==> config.mk <==
export PLATFORM = sky130hd
export DESIGN_NAME = prio_bus_arbiter
export DESIGN_NICKNAME = d
export VERILOG_FILES = /design/src/rtl/prio_bus_arbiter.sv
export SDC_FILE = /design/constraint.sdc
export NUM_CORES = 1
export LEC_CHECK = 0
export ABC_AREA = 1
export BUFFER_PORTS_ARGS = -buffer_cell sky130_fd_sc_hd__buf_2
export CAP_MARGIN = 10
export CORE_MARGIN = 2
export CORE_UTILIZATION = 50
export DETAILED_ROUTE_END_ITERATION = 8
export PLACE_DENSITY = 0.79
export SLEW_MARGIN = 40
export SYNTH_ARGS = -nofsm -noshare
export SYNTH_HDL_FRONTEND = slang
export SYNTH_SLANG_ARGS = --single-unit
==> constraint.sdc <==
create_clock -name clk -period 1.6 [get_ports clk]
set_input_delay 0.16 -clock clk [delete_from_list [all_inputs] [get_ports clk]]
set_output_delay 0.16 -clock clk [all_outputs]
set_load 0.01 [all_outputs]
==> src/rtl/prio_bus_arbiter.sv <==
module prio_bus_arbiter #(
  parameter int ID_W = 8
) (
  input  logic            clk,
  input  logic            rst_n,
  input  logic            req_i,
  input  logic            start_i,
  input  logic [ID_W-1:0] id_i,
  output logic            bus_drive_o,
  input  logic            bus_sense_i,
  output logic            grant_o,
  output logic            lost_o
);
  localparam int IDX_W = (ID_W > 1) ? $clog2(ID_W) : 1;
  localparam logic [IDX_W-1:0] TOP_IDX = IDX_W'(ID_W - 1);

  logic            busy;
  logic [IDX_W-1:0] bit_idx;
  logic [ID_W-1:0] id_q;
  logic            conflict;
  logic            last_bit;

  assign bus_drive_o = busy & id_q[bit_idx];
  assign conflict    = busy & ~bus_drive_o & bus_sense_i;
  assign last_bit    = (bit_idx == '0);

  always_ff @(posedge clk or negedge rst_n) begin
    if (!rst_n) begin
      busy    <= 1'b0;
      bit_idx <= '0;
      id_q    <= '0;
      grant_o <= 1'b0;
      lost_o  <= 1'b0;
    end else begin
      grant_o <= 1'b0;
      lost_o  <= 1'b0;
      if (!busy) begin
        if (start_i && req_i) begin
          busy    <= 1'b1;
          bit_idx <= TOP_IDX;
          id_q    <= id_i;
        end
      end else if (conflict) begin
        busy   <= 1'b0;
        lost_o <= 1'b1;
      end else if (last_bit) begin
        busy    <= 1'b0;
        grant_o <= 1'b1;
      end else begin
        bit_idx <= bit_idx - 1'b1;
      end
    end
  end
endmodule

## After elaboration in Yosys (flattened, before gate mapping)

Cells that the tools add are included.

- Memories: 0
- Bits in latches: 0
- Bits in writable memories: 0
- Flip-flop bits (word level): 14
- Input port bits: 13
- Word-level logic and storage cells: 34
- Bits in read-only memories: 0
- Output and inout port bits: 3

- Divide/modulo/power cells: 0
- Order comparisons: 1
- Shifts and indexed selects: 0
- Multipliers: 0
- Add/sub/neg operators: 1
- Reductions and logical operators: 5
- Bitwise operators: 5
- Mux-type cells: 15
- Equality and inequality tests: 2

Operator list:

| operator | number |
|---|---|
| 2-to-1 mux 3 bit | 4 |
| 2-to-1 mux 1 bit | 10 |
| less-than comparator 3 x 4 -> 1 bit (second input constant) | 1 |
| inequality test 2 bit (second input constant) | 2 |
| bitwise AND 1 bit | 3 |
| binary-select mux 1 bit (select 3 bit) | 1 |
| zero test 3 bit | 1 |
| AND reduction 3 bit | 1 |
| subtractor 3 x 1 -> 3 bit (second input constant) | 1 |
| inverter 1 bit | 2 |
| AND reduction 2 bit | 1 |
| nonzero test 2 bit | 1 |
| logical AND 1 bit | 1 |

## Longest topological paths before layout

Gate-level depths: netlist of run 1.

- Word-level depth: 8
- Mapped depth: 9
- Gate-level depth less buffers: 9

## Least setup slack after synthesis of run 1

No wires, ideal clock.

- Path type: reg-to-reg
- Start point: reg bit_idx[0]
- End point: reg bit_idx[0]
- Path buffers: 0
- Arrival: 1.055 ns
- Library setup time: 0.117 ns
- Stages on the path, launching flop included: 9
- Path slack: 0.428 ns
- Clock period less this slack: 1.172 ns
- Data required time: 1.483 ns
- Cells stage by stage: dfrtp_1 -> inv_2 -> ha_1 -> nand2_1 -> nand2_1 -> nand2_2 -> nand2_4 -> nand2_1 -> nand2_1

- Word-level cells in the longest chain between the ends: 8
- Elaborated cells between the ends (all ways): 14
- Classes of those cells: add/sub: 1; eq/ne: 2; mux: 5; bitwise: 4; reduce/logical: 2

RTL lines:

| element | RTL line | text |
|---|---|---|
| from (decl) | 18 | `logic [IDX_W-1:0] bit_idx;` |
| from (signal assigned) | 50 | `bit_idx <= bit_idx - 1'b1;` |
| binary-select mux 1 bit (select 3 bit) | 23 | `assign bus_drive_o = busy & id_q[bit_idx];` |
| 2-to-1 mux 1 bit (implied by the code) | 23 |  |
| bitwise AND 1 bit | 23 |  |
| inverter 1 bit | 24 | `assign conflict = busy & ~bus_drive_o & bus_sense_i;` |
| bitwise AND 1 bit (2 in series) | 24 |  |
| inequality test 2 bit (no source line) | - |  |
| AND reduction 3 bit (no source line) | - |  |

Parallel ways exist; a longest one is shown, timed or not. The select of a mux whose other input is x is not followed.
A chain may end at the register's enable or synchronous reset.

## Final worst setup path of run 1

- Start point: reg bit_idx[0]
- End point: out bus_drive_o

- Word-level cells in the longest chain between the ends: 3

RTL lines:

| element | RTL line | text |
|---|---|---|
| binary-select mux 1 bit (select 3 bit) | 23 |  |
| 2-to-1 mux 1 bit (implied by the code) | 23 |  |
| bitwise AND 1 bit | 23 |  |
| to (decl) | 9 | `output logic bus_drive_o,` |

No other way between the ends. The select of a mux whose other input is x is not followed.

==> results.json, run 1 <==
{
  "p_int_uw": 933,
  "place_congestion": 0.769,
  "maxSlewViolCount": 0,
  "diodes": 0,
  "pwr-share-clk_pct": 15.8,
  "syn_inst": 86,
  "clock_skew_ns": 0.00469,
  "htreeDepth": 1,
  "regToRegSetupSlack_ns": 0.33,
  "synth_area_leaders": "dfrtp_1 50%, nand2_1 10%, a21oi_1 6.5%, nand3_1 6.5%, inv_1 6.5%",
  "fin_crit_ns": 1.50,
  "grt_overflow_total": 0,
  "critical_path_required_ns": 1.44,
  "dieArea_mm2": 0.00171,
  "leakagePower_nw": 0.489,
  "async_reset_ff_share_pct": 100,
  "cpMostUsedCell": "nand3_1",
  "critPathCaptureType": "primary output",
  "synthFlopType": "dfrtp_1",
  "yosysTopAreaCell": "dfrtp_1",
  "grt_pass1_wl_mm": 2.28,
  "cts_sinks": 14,
  "combPwrFrac_pct": 45.7,
  "dr.pass1.iters": 4,
  "viasPerCell": 4.96,
  "grt_usage_pct": 21.8,
  "worstHoldPathType": "input pin to flip-flop",
  "cts_max_path_buffers": 2,
  "cts-root-buf": "clkbuf_4",
  "maxCapViolations": 0,
  "multi_input_area_um2": 287,
  "port_buffers": 15,
  "grt_pass1_vias": 559,
  "wire_per_inst_um": 11.6,
  "hpwl_mm": 1.06,
  "final-seq-area_um2": 352,
  "power_density_mw_per_mm2": 1930,
  "max_stage_delay_ns": 0.46,
  "first_iter_violations": 17,
  "io_pins": 16,
  "p_switching_uw": 693,
  "yosysUniqueCellTypes": 14,
  "placedCellCount": 116,
  "synth.top_cell.area_share_pct": 50.2,
  "ant_nets": 0,
  "path_cells": "inv_2 -> nand2_1 -> nand3_1 -> nand3_1 -> nand2_2 -> nor2_1 -> buf_2",
  "wl_mm": 1.40,
  "post_cts_buffers": 0,
  "post-route-drc-count": 0,
  "fin_tns_setup_ns": 0,
  "antenna_found_initial": 0,
  "start_util_pct": 53.7,
  "avgSynthCellArea_um2": 8.12,
  "clk_pin_slew_worst_paths_ns": 0.09,
  "timing.rr.start": "busy",
  "ys_ff_latch": 14,
  "grt_max_degree": 15,
  "nNetsFinal": 122,
  "crit_fanout": 7,
  "start_kind": "flip-flop",
  "ys_seq_area_share_pct": 50.2,
  "core_mm2": 0.00130,
  "layout-drive-gt1-share_pct": 29.2,
  "fin_crit_sh_pct": 93.7,
  "area_growth_pct": 20.6,
  "synth_most_common_cell": "nand2_1",
  "slowest_stage": "dfrtp_2",
  "synthTopCellsByCount": "19 x nand2_1, 14 x dfrtp_1, 12 x inv_1",
  "worstSetupStartpoint": "bit_idx[0]",
  "clock.fmax_mhz": 667,
  "clkLatencyLatePin_ns": 0.28,
  "die_h_um": 41.4,
  "die_x_um": 41.4,
  "worstPathArrival_ns": 1.34,
  "layout.cells.non_filler": 121,
  "relSlewSlack_pct": 80.0,
  "hold_viol_final": 0,
  "cts_made_buffers": 3,
  "via_count": 600,
  "pre_cts_ws_ns": 0.306,
  "finalCoreUtilization_pct": 64.7,
  "hp-start": "id_i[1]",
  "num-fill-cells": 120,
  "status": "finished, final reports clean",
  "synth_nets": 101,
  "p_seq_share_pct": 38.5,
  "vdd_drop_max_mv": 1.12,
  "tightest_slew_ns": 0.299,
  "criticalPathCategory": "flip-flop to primary output",
  "cts_tree": "done",
  "synth_warnings": 0,
  "whs_ns": 0.116,
  "power.switching_fraction_pct": 42.6,
  "finalSetupViolCount": 0,
  "rsz0062_at_grt": "no",
  "synth_edf_count": 0,
  "rows": 13,
  "netlist_area_um2": 698,
  "setup_slack_ns": 0.100
}
[cell type report]
type                       count  area share, %
clock buffer                   4           4.31
multi-input combinational     56           34.0
sequential                    14           41.8
tap                           15           2.23
inverter                      15           6.69
timing repair buffer          17           11.0
[layout by cell type, fill, tap and decap left out, drive strengths merged]
cell / instances
nand2: 23
buf: 16
inv: 15
dfrtp: 14
nand3: 11
nor2: 10
a21oi: 9
clkbuf: 4
ha: 2
o21ai: 1
dlygate4sd3: 1
[registers in the layout (all words and copies together), names as in the netlist]
name / count
id_q: 8
grant_o: 1
busy: 1
bit_idx: 3
lost_o: 1
[critical path: cells and delay by family, from the launching register on]
family	cells	cell delay, ns
simple gates	5	0.35
buf+inv	2	0.24
flops	1	0.46
[power groups by stage]
| stage | sequential (mW) | clock, mW | combinational (mW) |
|---|---|---|---|
| 3_5_place_dp | 0.625 | 0 | 0.739 |
| 2_1_floorplan | 0.604 | 0 | 0.568 |
| 6_report | 0.627 | 0.257 | 0.743 |
| 4_1_cts | 0.618 | 0.256 | 0.748 |
| 3_3_place_gp | 0.615 | 0 | 0.710 |
| 5_1_grt | 0.644 | 0.278 | 0.857 |
[timing repair]
item	CTS	global route
setup endpoints to repair	0	1
hold endpoints to repair	14	0
hold buffers	1	0
gates resized for setup	0	1
[logic make-up (layout without fill, tap and decap cells)]
family                     count (synthesis)  count (layout)  share of synthesized area (%)
buffers and inverters                     16              36                           8.78
adders and majority gates                  2               2                           3.58
and+or+nand+nor                           44              44                           30.3
DFF                                       14              14                           50.2
AOI/OAI and AO/OA                         10              10                           7.17
[per-layer routing]
metal	global-route usage, %	wire [µm]
met5	0	0
met4	9.68	10
met3	6.38	64
met2	39.5	745
met1	23.2	581
[worst paths after layout]
path	to	depth (start not counted)
max reg2reg	bit_idx[2]	6
max	bus_drive_o	7
max in group asynchronous	bit_idx[0]	2
min in group asynchronous	id_q[1]	2
min	id_q[1]	3
min reg2reg	id_q[1]	2
[stage by stage]
step / cell area, µm² / power [mW]
after CTS: 841 / 1.62
after detailed placement: 795 / 1.36
after global placement: 795 / 1.32
after floorplan: 698 / 1.17
after global routing: 842 / 1.78
final: 842 / 1.63
Power figures use the tool's default switching activity.
==> inputs of run 2 (changes only) <==
Settings changed: PLACE_DENSITY 0.79 to default, PLACE_DENSITY_LB_ADDON from default to 0.12, RECOVER_POWER from default to 100, SETUP_SLACK_MARGIN from default to 0.15.
==> results.json, run 2 (same netlist as run 1, synthesis figures left out) <==
{
  "fin_crit_ns": 1.48,
  "status": "finished, final reports clean",
  "grt_overflow_total": 0,
  "first_iter_violations": 9,
  "dieArea_mm2": 0.00171,
  "ant_nets": 0,
  "antenna_found_initial": 0,
  "placed_cell_area_um2": 795,
  "layout-drive-gt1-share_pct": 38.2,
  "area_growth_pct": 28.7,
  "cts_max_path_buffers": 2,
  "regToRegSetupSlack_ns": 0.15,
  "rsz0062_at_grt": "yes",
  "finalSetupViolCount": 0,
  "clkLatencyLatePin_ns": 0.28,
  "leakagePower_nw": 0.507,
  "core_mm2": 0.00130,
  "io_pins": 16,
  "worstHoldPathType": "input pin to flip-flop",
  "nNetsFinal": 127,
  "p_int_mw": 1.01,
  "maxSlewViolCount": 0,
  "wl_mm": 1.33,
  "hold_path_end": "id_q[6]",
  "critical_path_required_ns": 1.44,
  "hp-start": "id_i[6]",
  "clock_skew_ns": 0.00540,
  "fin_area_um2": 898,
  "maxCapViolations": 0,
  "cts-root-buf": "clkbuf_4",
  "viasPerCell": 4.90,
  "grt_usage_pct": 19.9,
  "power_density_mw_per_mm2": 1970,
  "post-route-drc-count": 0,
  "relSlewSlack_pct": 49.1,
  "power.switching_fraction_pct": 42.9,
  "whs_ns": 0.118,
  "regMostFlops": "id_q",
  "fin_tns_setup_ns": 0,
  "mostFrequentLayoutCells": "15 x nand2_1, 12 x inv_1, 12 x dfrtp_1, 12 x buf_2, 9 x a21oi_1",
  "crit_fanout": 6,
  "hpwl_um": 936,
  "setup_slack_ns": 0.119,
  "grt_max_degree": 15,
  "clock.fmax_mhz": 675,
  "port_buffers": 15,
  "p_switching_uw": 761,
  "criticalPathCategory": "flip-flop to primary output",
  "hold_viol_final": 0,
  "p_seq_share_pct": 35.5,
  "largestRegisters": "id_q: 8 flops, bit_idx: 3 flops",
  "cts_tree": "done",
  "dr.pass1.iters": 4,
  "start_kind": "flip-flop",
  "cts_sinks": 14,
  "pwr-share-clk_pct": 11.0,
  "cts_made_buffers": 3,
  "pre_cts_ws_ns": 0.316,
  "power_mw": 1.77,
  "worstPathArrival_ns": 1.32,
  "grt_pass1_wl_mm": 2.19,
  "place_congestion": 0.794,
  "largest_register_ffs": 8,
  "htreeDepth": 1,
  "hold_depth": 3,
  "tightest_slew_ns": 0.764,
  "diodes": 0,
  "num-fill-cells": 101,
  "combPwrFrac_pct": 53.4,
  "clk_pin_slew_worst_paths_ns": 0.08,
  "wire_per_inst_um": 10.6,
  "r2r-end": "bit_idx[1]",
  "critPathCaptureType": "primary output",
  "r2r.worst_path.cells": 10,
  "rows": 13,
  "die_h_um": 41.4,
  "start_util_pct": 53.7,
  "via_count": 613,
  "grt_pass1_vias": 534,
  "die_x_um": 41.4,
  "final_common_cell": "nand2_1",
  "vdd_drop_max_mv": 0.976,
  "timing.rr.start": "bit_idx[0]",
  "fin_crit_sh_pct": 92.6
}
## run 2: cell types whose count changed in the layout (fill, tap and decap cells not counted), sizes merged
cell / before / now
buf: 16 / 17
clkbuf: 4 / 7
## run 2: per-layer routing
metal	track usage, %	vias to the layer above	routed length, µm
li1	-	315	-
met1	25.8	281	599
met2	33.2	15	637
met3	3.19	2	69
met4	7.26	0	21
met5	0	-	0
## run 2: how the worst max path moves through the flow
stage / startpoint / end / slack (ns) / depth (start not counted)
2_1_floorplan: bit_idx[0] / bit_idx[0] / 0.43 / 8
3_3_place_gp: bit_idx[0] / bit_idx[1] / 0.36 / 8
3_5_place_dp: bit_idx[0] / bit_idx[0] / 0.32 / 8
4_1_cts: bit_idx[0] / bus_drive_o / 0.14 / 7
5_1_grt: bit_idx[0] / bit_idx[0] / 0.06 / 10
6_report: bit_idx[0] / bus_drive_o / 0.12 / 7
## run 2: area by class of cell
class                   count  area, µm²  share of cell area (%)
flip-flops and latches     14        353                    39.3
multi-input cells          56        319                    35.5
repair buffers             22        126                    14.1
inverters                  15       58.8                    6.55
clock buffers               3       22.5                    2.51
well taps                  15       18.8                    2.09
## run 2: what timing repair did
item,in CTS,in global routing
pin swaps,6,5
hold buffers,1,0
endpoints found under the hold margin,14,0
setup buffers,5,0
endpoints found under the setup margin,1,4
gates resized for setup,7,8
## run 2: power by group through the flow
stage | combinational [mW] | clock, mW | sequential (mW)
finish | 0.948 | 0.196 | 0.630
global route | 1.08 | 0.210 | 0.654
CTS | 0.905 | 0.201 | 0.622
detailed placement | 0.729 | 0 | 0.620
global placement | 0.711 | 0 | 0.617
floorplan | 0.568 | 0 | 0.604
## run 2: through the flow
step / std cells / util (%)
2_1_floorplan: 86 / -
3_3_place_gp: 116 / 61.1
3_5_place_dp: 116 / 61.1
4_1_cts: 125 / 68.1
5_1_grt: 125 / 69.0
6_report: 125 / 69.0
## run 2: worst max-delay path: stages (launching register included)
cell	delay (ns)
dfrtp_2	0.46
inv_4	0.10
nand2_2	0.06
nand3_2	0.06
nand3_2	0.07
nand2_1	0.12
nor2_2	0.04
buf_2	0.13
